==> src/rtl/acq_pkg.sv <==
package acq_pkg;
  typedef enum logic [1:0] {
    PH_RISE   = 2'd0,
    PH_FALL   = 2'd1,
    PH_SETTLE = 2'd2
  } acq_phase_e;
endpackage

==> src/rtl/acq_sync.sv <==
module acq_sync #(
  parameter int STAGES = 2
) (
  input  logic clk,
  input  logic rst_n,
  input  logic d_i,
  output logic q_o
);
  logic [STAGES-1:0] chain_q;
  logic [STAGES-1:0] chain_d;

  generate
    if (STAGES == 1) begin : g_one
      always_comb chain_d = d_i;
    end else begin : g_many
      always_comb chain_d = {chain_q[STAGES-2:0], d_i};
    end
  endgenerate

  always_ff @(posedge clk or negedge rst_n) begin
    if (!rst_n) chain_q <= '0;
    else        chain_q <= chain_d;
  end

  assign q_o = chain_q[STAGES-1];
endmodule

==> src/rtl/acq_step_calc.sv <==
module acq_step_calc
  import acq_pkg::*;
#(
  parameter int CODE_W = 8,
  parameter int LIMIT  = 100,
  parameter int STEP   = 4
) (
  input  logic signed [CODE_W-1:0] code_i,
  input  acq_phase_e               phase_i,
  input  logic                     adv_i,
  output logic signed [CODE_W-1:0] code_o,
  output acq_phase_e               phase_o
);
  localparam int EW = CODE_W + 1;
  localparam logic signed [EW-1:0]     HI_TURN = EW'(LIMIT - STEP);
  localparam logic signed [EW-1:0]     LO_TURN = EW'(STEP - LIMIT);
  localparam logic signed [CODE_W-1:0] CMAX    = CODE_W'(LIMIT);
  localparam logic signed [CODE_W-1:0] CMIN    = CODE_W'(-LIMIT);
  localparam logic signed [CODE_W-1:0] CSTEP   = CODE_W'(STEP);

  logic signed [EW-1:0] code_x;
  assign code_x = {code_i[CODE_W-1], code_i};

  always_comb begin
    code_o  = code_i;
    phase_o = phase_i;
    if (adv_i) begin
      unique case (phase_i)
        PH_RISE: begin
          if (code_x >= HI_TURN) begin
            code_o  = CMAX;
            phase_o = PH_FALL;
          end else begin
            code_o = code_i + CSTEP;
          end
        end
        PH_FALL: begin
          if (code_x <= LO_TURN) begin
            code_o  = CMIN;
            phase_o = PH_SETTLE;
          end else begin
            code_o = code_i - CSTEP;
          end
        end
        PH_SETTLE: begin
          code_o  = CMIN;
          phase_o = PH_RISE;
        end
        default: phase_o = PH_RISE;
      endcase
    end
  end
endmodule

==> src/rtl/acq_state_reg.sv <==
module acq_state_reg
  import acq_pkg::*;
#(
  parameter int CODE_W = 8,
  parameter int LIMIT  = 100
) (
  input  logic                     clk,
  input  logic                     rst_n,
  input  logic                     en_i,
  input  logic signed [CODE_W-1:0] code_d,
  input  acq_phase_e               phase_d,
  output logic signed [CODE_W-1:0] code_q,
  output acq_phase_e               phase_q
);
  localparam logic signed [CODE_W-1:0] CMIN = CODE_W'(-LIMIT);

  always_ff @(posedge clk or negedge rst_n) begin
    if (!rst_n) begin
      code_q  <= CMIN;
      phase_q <= PH_RISE;
    end else if (en_i) begin
      code_q  <= code_d;
      phase_q <= phase_d;
    end
  end

  // the settling phase always sits at the bottom of the window
  p_settle_bottom_r3: assert property (@(posedge clk) disable iff (!rst_n)
    (phase_q == PH_SETTLE) |-> (code_q == CMIN));
endmodule

==> src/rtl/acq_sweep_seq.sv <==
module acq_sweep_seq
  import acq_pkg::*;
#(
  parameter int CODE_W      = 8,
  parameter int LIMIT       = 100,
  parameter int STEP        = 4,
  parameter int SYNC_STAGES = 2
) (
  input  logic                     clk,
  input  logic                     rst_n,
  input  logic                     sys_tick,
  input  logic                     lock_det,
  input  logic                     data_seen,
  output logic signed [CODE_W-1:0] freq_code,
  output logic                     sweep_up
);
  localparam logic signed [CODE_W-1:0] CMAX  = CODE_W'(LIMIT);
  localparam logic signed [CODE_W-1:0] CMIN  = CODE_W'(-LIMIT);
  localparam logic signed [CODE_W-1:0] CSTEP = CODE_W'(STEP);
  localparam logic signed [CODE_W:0]   HI_TURN = (CODE_W+1)'(LIMIT - STEP);

  logic lock_s, data_s, advance;
  logic signed [CODE_W-1:0] code_q, code_d;
  acq_phase_e phase_q, phase_d;

  acq_sync #(.STAGES(SYNC_STAGES)) u_sync_lock (
    .clk(clk), .rst_n(rst_n), .d_i(lock_det), .q_o(lock_s));
  acq_sync #(.STAGES(SYNC_STAGES)) u_sync_data (
    .clk(clk), .rst_n(rst_n), .d_i(data_seen), .q_o(data_s));

  assign advance = data_s & ~lock_s;

  acq_step_calc #(.CODE_W(CODE_W), .LIMIT(LIMIT), .STEP(STEP)) u_calc (
    .code_i(code_q), .phase_i(phase_q), .adv_i(advance),
    .code_o(code_d), .phase_o(phase_d));

  acq_state_reg #(.CODE_W(CODE_W), .LIMIT(LIMIT)) u_reg (
    .clk(clk), .rst_n(rst_n), .en_i(sys_tick),
    .code_d(code_d), .phase_d(phase_d),
    .code_q(code_q), .phase_q(phase_q));

  assign freq_code = code_q;
  assign sweep_up  = (phase_q != PH_FALL);

  // code never leaves the window
  p_in_window_r9: assert property (@(posedge clk) disable iff (!rst_n)
    (freq_code >= CMIN) && (freq_code <= CMAX));

  // nothing moves without a tick
  p_hold_no_tick_r5: assert property (@(posedge clk) disable iff (!rst_n)
    !sys_tick |=> ($stable(freq_code) && $stable(sweep_up)));

  // a locked tick with data present holds the code
  p_lock_hold_r6: assert property (@(posedge clk) disable iff (!rst_n)
    (sys_tick && lock_s && data_s) |=> ($stable(freq_code) && $stable(sweep_up)));

  // a tick without data holds the code
  p_data_hold_r7: assert property (@(posedge clk) disable iff (!rst_n)
    (sys_tick && !data_s) |=> ($stable(freq_code) && $stable(sweep_up)));

  // an active rising tick below the turn point adds one step
  p_rise_step_r2: assert property (@(posedge clk) disable iff (!rst_n)
    (sys_tick && advance && phase_q == PH_RISE &&
     {freq_code[CODE_W-1], freq_code} < HI_TURN)
    |=> (freq_code == $past(freq_code) + CSTEP));
endmodule

==> config.mk <==
export PLATFORM = sky130hd
export DESIGN_NAME = acq_sweep_seq
export DESIGN_NICKNAME = d
export VERILOG_FILES = /design/src/rtl/acq_pkg.sv /design/src/rtl/acq_sync.sv /design/src/rtl/acq_step_calc.sv /design/src/rtl/acq_state_reg.sv /design/src/rtl/acq_sweep_seq.sv
export SDC_FILE = /design/constraint.sdc
export NUM_CORES = 1
export LEC_CHECK = 0
export ABC_AREA = 1
export CAP_MARGIN = 5
export CORE_UTILIZATION = 43
export CTS_BUF_LIST = sky130_fd_sc_hd__clkbuf_2 sky130_fd_sc_hd__clkbuf_4 sky130_fd_sc_hd__clkbuf_8
export DETAILED_ROUTE_END_ITERATION = 8
export PLACE_DENSITY_LB_ADDON = 0.12
export SLEW_MARGIN = 20
export SYNTH_ARGS = -nofsm -noshare
export SYNTH_HDL_FRONTEND = slang
export SYNTH_SLANG_ARGS = --single-unit
==> constraint.sdc <==
create_clock -name clk -period 1.2 [get_ports clk]
set_input_delay 0.3 -clock clk [delete_from_list [all_inputs] [get_ports clk]]
set_output_delay 0.3 -clock clk [all_outputs]
set_load 0.01 [all_outputs]
==> results of run 1 <==
## metrics by stage
stage / worst slack [ps] / instance area, um^2
6_report: -251.8 / 1295
5_1_grt: -325.5 / 1295
4_1_cts: -229.0 / 1265
3_5_place_dp: -290.0 / 1172
3_3_place_gp: -275.6 / 1172
2_1_floorplan: -133.1 / 942.2
## final cells by class
| cell class | instances | area, um^2 | share of cell area, % |
|---|---|---|---|
| clock buffers | 4 | 36.28 | 2.802 |
| multi-input cells | 90 | 543.0 | 41.93 |
| repair buffers | 34 | 299.0 | 23.09 |
| inverters | 18 | 77.57 | 5.990 |
| flip-flops and latches | 12 | 305.3 | 23.57 |
| well taps | 27 | 33.78 | 2.609 |
## layer usage
metal / vias up / track usage (%) / share of wire (%)
li1: 454 / - / -
met1: 420 / 24.48 / 42
met2: 28 / 40.00 / 52
met3: 5 / 5.660 / 4.7
met4: 0 / 3.333 / 1.2
met5: - / 0 / 0
## cell families (layout without fill, tap and decap cells)
| family | after synthesis | in the layout | synth area share [%] |
|---|---|---|---|
| compound gates | 10 | 10 | 5.841 |
| fa+ha+maj | 6 | 6 | 8.345 |
| buf+inv | 23 | 56 | 12.52 |
| flops | 12 | 12 | 33.94 |
| other cells | 1 | 2 | 0.4168 |
| simple gates | 72 | 72 | 38.94 |
## worst paths after layout
check | start | end | cells past startpoint
max reg2reg | u_reg.phase_q[0] | u_reg.code_q[5] | 9
max | u_reg.phase_q[0] | u_reg.code_q[5] | 9
min | rst_n | u_reg.code_q[6] | 2
min in group clk | u_sync_lock.chain_q[0] | u_sync_lock.chain_q[1] | 0
max in group asynchronous | rst_n | u_reg.code_q[7] | 2
min reg2reg | u_sync_lock.chain_q[0] | u_sync_lock.chain_q[1] | 0
## registers in the layout, summed over array words and instances, names as in the netlist
| signal | flops |
|---|---|
| u_reg.code_q | 6 |
| u_reg.phase_q | 2 |
| u_sync_data.chain_q | 2 |
| u_sync_lock.chain_q | 2 |
## report_power, final
| group | internal (uW) | switching, uW | total, uW | leakage [uW] |
|---|---|---|---|---|
| clock | 185 | 153 | 338 | 0.0000210 |
| sequential | 567 | 108 | 676 | 0.000136 |
| combinational | 1250 | 1340 | 2590 | 0.000496 |
| total | 2000 | 1600 | 3610 | 0.000653 |
## synthesized netlist by cell type, drive strengths merged
library cell | instances | share of area [%]
conb | 1 | 0.42
dfstp | 4 | 12
inv | 18 | 7.5
nand3 | 14 | 8.3
buf | 5 | 5.0
ha | 6 | 8.3
nor2 | 21 | 11
o21ai | 3 | 1.7
o21bai | 1 | 0.83
dfrtp | 8 | 22
nand2 | 33 | 17
nand4 | 4 | 2.8
a21oi | 6 | 3.3
## timing repair
item / in CTS / in global routing
hold buffers: 0 / 0
setup buffers: 3 / 2
setup endpoints to repair: 15 / 15
resized for setup: 40 / 13
pin swaps: 8 / 5
==> impl_metrics.ini, run 1 <==
[final_layout]
antennaDiodeCount = 0
nets = 170
fillers = 183
layout_commonest_cell = nand2_1
fin_util_pct = 66.01
stdcell_count = 185
syn2layout_area_growth_pct = 43.95
final_cell_mix = nand2_1, buf_4, nor2_1, inv_1, nand3_1
drive_gt1_share_pct = 39.87

[setup_path]
required_ps = 1370
arrival_ps = 1620
endpoint_kind = flop
critical_path.max_stage_delay_ps = 400
cp_top_family = flip-flops
path_max_fanout = 3
cp.buffers_inverters = 5
cp_cell_sequence = buf_6, inv_4, ha_4, inv_4, buf_4, nor2_2, inv_1, nand2_1, a21oi_2
rrSetupSlack_ps = -250
start_kind = flop
worstSetupPathType = flop to flop
crit_path_frequent_cell = inv_4
slowest_stage = dfrtp_1

[logic_synthesis]
syn_area_per_cell_um2 = 7.255
netlist_area_um2 = 899.6
seq_area_frac_synth_pct = 33.94
synth_warnings = 0
syn_inst = 124
synth_cell_types = 19
synth_seq_cells = 12

[status]
violations = setup timing
status = complete, but fails checks

[timing]
setup_violations = 13
max_freq_mhz = 688.8
worst_slack_ps = -251.8
rsz0062_at_grt = yes
skew_ps = 14.76
hold_violations = 0
slew_viol_final = 0
whs_ps = 293.7
tns_ps = -1970
period_needed_ps = 1452
post-route-period-util_pct = 121.0

[clocking]
htreeDepth = 1
clk_pin_slew_worst_paths_ps = 90
numCtsBuffers = 3
clk_latency_ps = 290
cts_tree = done
cts.sinks = 12
clockBufferDepth = 2
cts_root_buf = clkbuf_4

[floorplanning]
die_area_mm2 = 0.002279
rows = 16
start_util_pct = 45.85
core_mm2 = 0.001962
die_h_um = 47.74
io_pins = 14
die-width_um = 47.74

[power_and_ir_drop]
peakVddDrop_mv = 1.317
power.density_mw_per_mm2 = 2784
leakage_uw = 0.0006532
fin_total_pwr_uw = 3605

[global_routing]
grt_usage_pct = 21.34
grt_overflow = 0
grt_max_degree = 13
grt_pass1_vias = 808
grt_first_pass_wirelength_mm = 3.298
antenna_found_initial = 0

[worst_hold_path]
hold_class = input port to asynchronous set/reset pin

[drt]
firstDrtPassIters = 4
drt_iter0_drc = 31
drc = 0
drt-total-wl_mm = 2.174
ant_nets = 0
vias = 907
viasPerCell = 4.903
routedWlPerCell_um = 11.75

[placement]
place_hpwl_mm = 1.619
finalWeightedCongestion = 0.8772
place.port_buffers = 11
dp.cells = 176

[job]
maxCapViolCount = 0
(Power assumes the default switching activity.)
==> inputs of run 2 (changes only) <==
--- a/config.mk
+++ b/config.mk
@@ -7,6 +7,7 @@
 export LEC_CHECK = 0
 export ABC_AREA = 1
 export CAP_MARGIN = 5
+export CORE_MARGIN = 1.5
 export CORE_UTILIZATION = 43
 export CTS_BUF_LIST = sky130_fd_sc_hd__clkbuf_2 sky130_fd_sc_hd__clkbuf_4 sky130_fd_sc_hd__clkbuf_8
 export DETAILED_ROUTE_END_ITERATION = 8
==> run 2 against run 1 <==
  * The run still ends with setup timing left
  * Via count increased by 3.4%
  * Die area grew 4.2%
  * Sequential share of layout area is 1.5 points lower
  * Global-route usage down 0.50 points
  * Worst hold slack worse by 130 ps
==> impl_metrics.ini, run 2 (synthesized netlist as in run 1, its figures left out) <==
[setup_path]
slowest_stage = dfrtp_1
cp_top_family = flip-flops
critical_path.max_stage_delay_ps = 410
endpoint_kind = output port
cp_cell_sequence = buf_4, ha_4, inv_2, buf_6
cp.buffers_inverters = 3
rrSetupSlack_ps = -240
start_kind = flop
r2r_end = u_reg.code_q[5]
worstSetupPathType = flop to output port
required_ps = 900
arrival_ps = 1150
r2r-start = u_reg.phase_q[1]
path_max_fanout = 2
reg2regPathDepth = 8

[power_and_ir_drop]
power.density_mw_per_mm2 = 2806
peakVddDrop_mv = 1.478
switchingPower_uw = 1735
pwr-share-clk_pct = 8.9
p_comb_share_pct = 73.6
swShare_pct = 44.77
p_seq_share_pct = 17.5
fin_total_pwr_uw = 3877
p_int_uw = 2141
leakage_uw = 0.0006832

[timing]
setup_violations = 13
rsz0062_at_grt = yes
slew_viol_final = 0
hold_violations = 0
worst_slack_ps = -246.4
skew_ps = 6.517
period_needed_ps = 1446
post-route-period-util_pct = 120.5
max_freq_mhz = 691.4
tns_ps = -2108
whs_ps = 164.6

[global_routing]
antenna_found_initial = 0
grt_overflow = 0
grt_usage_pct = 20.84
grt_max_degree = 12
grt_first_pass_wirelength_mm = 3.815
grt_pass1_vias = 903

[floorplanning]
die_area_mm2 = 0.002376
core_mm2 = 0.001962
die_h_um = 48.74
die-width_um = 48.74
start_util_pct = 45.85
rows = 16
io_pins = 14

[drt]
drt-total-wl_mm = 2.433
drc = 0
viasPerCell = 4.963
firstDrtPassIters = 4
routedWlPerCell_um = 12.87
ant_nets = 0
vias = 938
drt_iter0_drc = 26

[placement]
place_ws_ps = -294.8
place.port_buffers = 11
finalWeightedCongestion = 0.8785
place_hpwl_mm = 1.730

[clocking]
clk_pin_slew_worst_paths_ps = 90
htreeDepth = 1
cts.sinks = 12
numCtsBuffers = 3
hold_buffers = 0
cts_root_buf = clkbuf_4
cts_tree = done
clockBufferDepth = 2
clk_latency_ps = 290

[final_layout]
regMostFlops = u_reg.code_q
antennaDiodeCount = 0
fin_util_pct = 70.41
final_cell_mix = nand2_1, buf_4, nor2_1, nand3_1, buf_6
syn2layout_area_growth_pct = 53.55
drive_gt1_share_pct = 43.21
largest_reg_flops = 6
nets = 174
layout_commonest_cell = nand2_1
fillers = 155

[job]
maxCapViolCount = 0

[status]
status = complete, but fails checks
violations = setup timing

[worst_hold_path]
hold_class = input port to asynchronous set/reset pin
-- run 2: changes by cell type in the layout (fill, tap and decap cells not counted), sizes merged --
cell    previous run  this run
clkbuf             5         4
buf               29        34
-- run 2: worst max path at each step --
stage / start / endpoint / slack, ps / cells after the start
detailed placement: sys_tick / u_reg.code_q[5] / -290 / 8
floorplan: u_reg.code_q[2] / u_reg.code_q[3] / -130 / 7
global placement: sys_tick / u_reg.code_q[6] / -270 / 8
global route: u_reg.phase_q[1] / u_reg.code_q[4] / -320 / 10
finish: u_reg.phase_q[0] / sweep_up / -250 / 4
CTS: u_reg.phase_q[0] / u_reg.code_q[4] / -230 / 10
-- run 2: per-layer routing --
metal	wire length (um)	vias to the layer above	track usage (%)
met5	0	-	0
met4	76	0	9.048
met3	108	10	2.778
met2	1231	38	37.67
met1	1015	431	24.46
li1	-	459	-
-- run 2: power by group through the flow --
stage | logic [uW] | clock network (uW) | registers, uW
3_3_place_gp | 2340 | 0 | 662
4_1_cts | 2590 | 339 | 676
5_1_grt | 3090 | 353 | 693
2_1_floorplan | 1340 | 0 | 745
6_report | 2850 | 343 | 680
3_5_place_dp | 2390 | 0 | 665
-- run 2: final cells by class --
type | count | area [um^2] | area share [%]
Multi-Input combinational cell | 90 | 571.8 | 41.40
Clock buffer | 4 | 36.28 | 2.627
Timing Repair Buffer | 38 | 356.6 | 25.82
Tap cell | 27 | 33.78 | 2.446
Sequential cell | 12 | 305.3 | 22.10
Inverter | 18 | 77.57 | 5.616
-- run 2: through the flow --
step | cells | area, um^2
floorplan | 125 | 942.2
global placement | 177 | 1205
detailed placement | 177 | 1205
CTS | 185 | 1306
global route | 189 | 1381
finish | 189 | 1381
-- run 2: what timing repair did --
action | CTS | global route
resized for setup | 48 | 14
setup buffers | 4 | 6
endpoints found under the setup margin | 15 | 14
pin swaps | 9 | 8
-- run 2: worst reg2reg max path: stages, from the launching register on --
cell and delay [ps]:
dfrtp_1 390, inv_2 70, buf_6 120, ha_4 290, inv_4 50, buf_4 150
nor2_1 100, nand2_1 90, a21oi_2 130
==> inputs of run 3 (changes only) <==
--- a/config.mk
+++ b/config.mk
@@ -5,10 +5,9 @@
 export SDC_FILE = /design/constraint.sdc
 export NUM_CORES = 1
 export LEC_CHECK = 0
-export ABC_AREA = 1
 export CAP_MARGIN = 5
 export CORE_MARGIN = 1.5
-export CORE_UTILIZATION = 43
+export CORE_UTILIZATION = 49
 export CTS_BUF_LIST = sky130_fd_sc_hd__clkbuf_2 sky130_fd_sc_hd__clkbuf_4 sky130_fd_sc_hd__clkbuf_8
 export DETAILED_ROUTE_END_ITERATION = 8
 export PLACE_DENSITY_LB_ADDON = 0.12
==> run 3 against run 2 <==
  * Area after synthesis down 7.1%
  * Largest power group unchanged
  * The flow still finishes with violations (setup timing)
  * Sequential cell count stayed put
  * Routed wire length rose by 1.6%
  * Non-clock buffer count is 1 higher
==> impl_metrics.ini, run 3 <==
[clocking]
cts.sinks = 12
clockBufferDepth = 2
htreeDepth = 1
clk_pin_slew_worst_paths_ps = 70
cts_root_buf = clkbuf_4
cts_tree = done
numCtsBuffers = 3
hold_buffers = 0
clk_latency_ps = 270

[setup_path]
rrSetupSlack_ps = -520
path_max_fanout = 3
endpoint_kind = flop
start_kind = flop
worstSetupPathType = flop to flop
arrival_ps = 1930
required_ps = 1410

[final_layout]
nets = 139
largest_reg_flops = 6
layout_commonest_cell = buf_4
antennaDiodeCount = 0
regMostFlops = u_reg.code_q
fin_util_pct = 83.55
seqCellArea_um2 = 306.5
final_cell_mix = buf_4, buf_6, nand2_1, dfrtp_1, inv_2
fillers = 89
stdcell_count = 143
fin_area_mm2 = 0.001303
syn2layout_area_growth_pct = 55.84
drive_gt1_share_pct = 51.18
multi_input_area_um2 = 583.1

[logic_synthesis]
synth_warnings = 0
synth_seq_cells = 12
synthTopCellsByArea = dfrtp_1, dfstp_2, ha_1, o21ai_0, nand2_1
synth_compound_area_share_pct = 19.91
synthAdderAreaFrac_pct = 8.982
synth_common_cells = dfrtp_1, nand2_1, ha_1, nor2_1, o21ai_0
synth-xor-area-share_pct = 1.048
synth_top_area_share_pct = 23.95
post-synth-top-area-cell = dfrtp_1
synth_flop_cell = dfrtp_1
syn_area_per_cell_um2 = 9.287
synth_cell_types = 38
synthArstFlopShare_pct = 100.0
yosysMostFrequentCell = dfrtp_1
synth_edf_count = 0
netlist_area_um2 = 835.8
synth_top_family_by_area = simple AND/OR/NAND/NOR gates
synthMuxAreaShare_pct = 1.198
syn_inst = 90
synth_simple_gate_area_share_pct = 24.10
seq_area_frac_synth_pct = 36.53

[status]
status = complete, but fails checks
violations = setup timing

[placement]
place_hpwl_mm = 1.445
place_area_mm2 = 0.001096
finalWeightedCongestion = 0.9171
dp.cells = 129
place.port_buffers = 11
place_ws_ps = -469.5

[drt]
drt-total-wl_mm = 2.471
drt_iter0_drc = 44
viasPerCell = 5.692
firstDrtPassIters = 4
vias = 814
drc = 0
ant_nets = 0
routedWlPerCell_um = 17.28

[global_routing]
grt_usage_pct = 27.44
grt_first_pass_wirelength_mm = 3.732
grt_max_degree = 13
grt_overflow = 0
grt_pass1_vias = 776
antenna_found_initial = 0

[floorplanning]
die-width_um = 44.30
rows = 14
core_mm2 = 0.001559
start_util_pct = 53.61
die_area_mm2 = 0.001962
io_pins = 14
die_h_um = 44.30

[timing]
worst_slack_ps = -519.2
period_needed_ps = 1719
rsz0062_at_grt = yes
hold_violations = 0
post-route-period-util_pct = 143.3
slew_viol_final = 0
whs_ps = 324.1
max_freq_mhz = 581.7
setup_violations = 13
skew_ps = 3.251

[power_and_ir_drop]
power.density_mw_per_mm2 = 2805
leakage_uw = 0.0005735
peakVddDrop_mv = 1.935

[job]
maxCapViolCount = 0

[worst_hold_path]
hold_class = input port to asynchronous set/reset pin
## run 3: cell count changes after synthesis, moves of 3 or more
cell	previous run	this run
buf_2	0	4
inv_1	17	5
nand2_1	29	7
nand2_4	4	0
nand3_1	13	3
nand4_1	4	1
nor2_1	18	6
nor3_1	0	3
o21ai_0	3	6
## run 3: worst max-delay path, cell delays in order, from the launching register on
cell and delay (ps):
dfrtp_1 400, buf_4 160, ha_1 190, nor4bb_1 370, buf_4 200, nand2_1 70, nor2_2 130, o21a_1 140
## run 3: kinds of logic after synthesis
kind of cell / count (synthesis)
adder cells (fa/ha/maj): 6
buffers and inverters: 12
multiplexers: 1
AND/OR/NAND/NOR: 33
AO/OA/AOI/OAI: 24
other: 1
XOR/XNOR: 1
flip-flops: 12
## run 3: cell type report
cell class | instances | area share [%]
inverter | 5 | 1.441
clock buffer | 4 | 2.786
tap | 16 | 1.537
timing repair buffer | 39 | 25.94
sequential | 12 | 23.54
multi-input combinational | 67 | 44.76
## run 3: layer usage
layer / wire [um] / vias up / GRT usage, % / share of wire, %
met5: 0 / - / 0 / 0
met4: 33 / 0 / 12.12 / 1.3
met3: 95 / 5 / 4.898 / 3.8
met2: 1223 / 26 / 42.65 / 49
met1: 1118 / 392 / 37.53 / 45
li1: - / 391 / - / -
## run 3: final timing paths
check | from | endpoint | cells past startpoint
worst max-delay path | u_reg.phase_q[1] | u_reg.code_q[7] | 7
worst min-delay path | rst_n | u_reg.code_q[5] | 2
worst max register to register | u_reg.phase_q[1] | u_reg.code_q[7] | 7
worst min register to register | u_sync_lock.chain_q[0] | u_sync_lock.chain_q[1] | 0
max in group asynchronous | rst_n | u_reg.code_q[7] | 2
min in group clk | u_sync_lock.chain_q[0] | u_sync_lock.chain_q[1] | 0
## run 3: repair_timing
action,4_1_cts,5_1_grt
pin swaps,4,11
endpoints found under the setup margin,15,15
resized for setup,46,8
setup buffers,6,4
endpoints found under the hold margin,0,0
## run 3: stage by stage
step | power, uW | setup TNS [ps]
floorplan | 1967 | -1408
finish | 3654 | -3350
global route | 3869 | -3888
detailed placement | 2665 | -4171
CTS | 3372 | -2794
global placement | 2652 | -4111
## run 3: where the power goes
part	internal [uW]	leakage, uW	switching (uW)
Sequential	581	0.000138	148
Clock	184	0.0000210	131
Combinational	1360	0.000415	1250
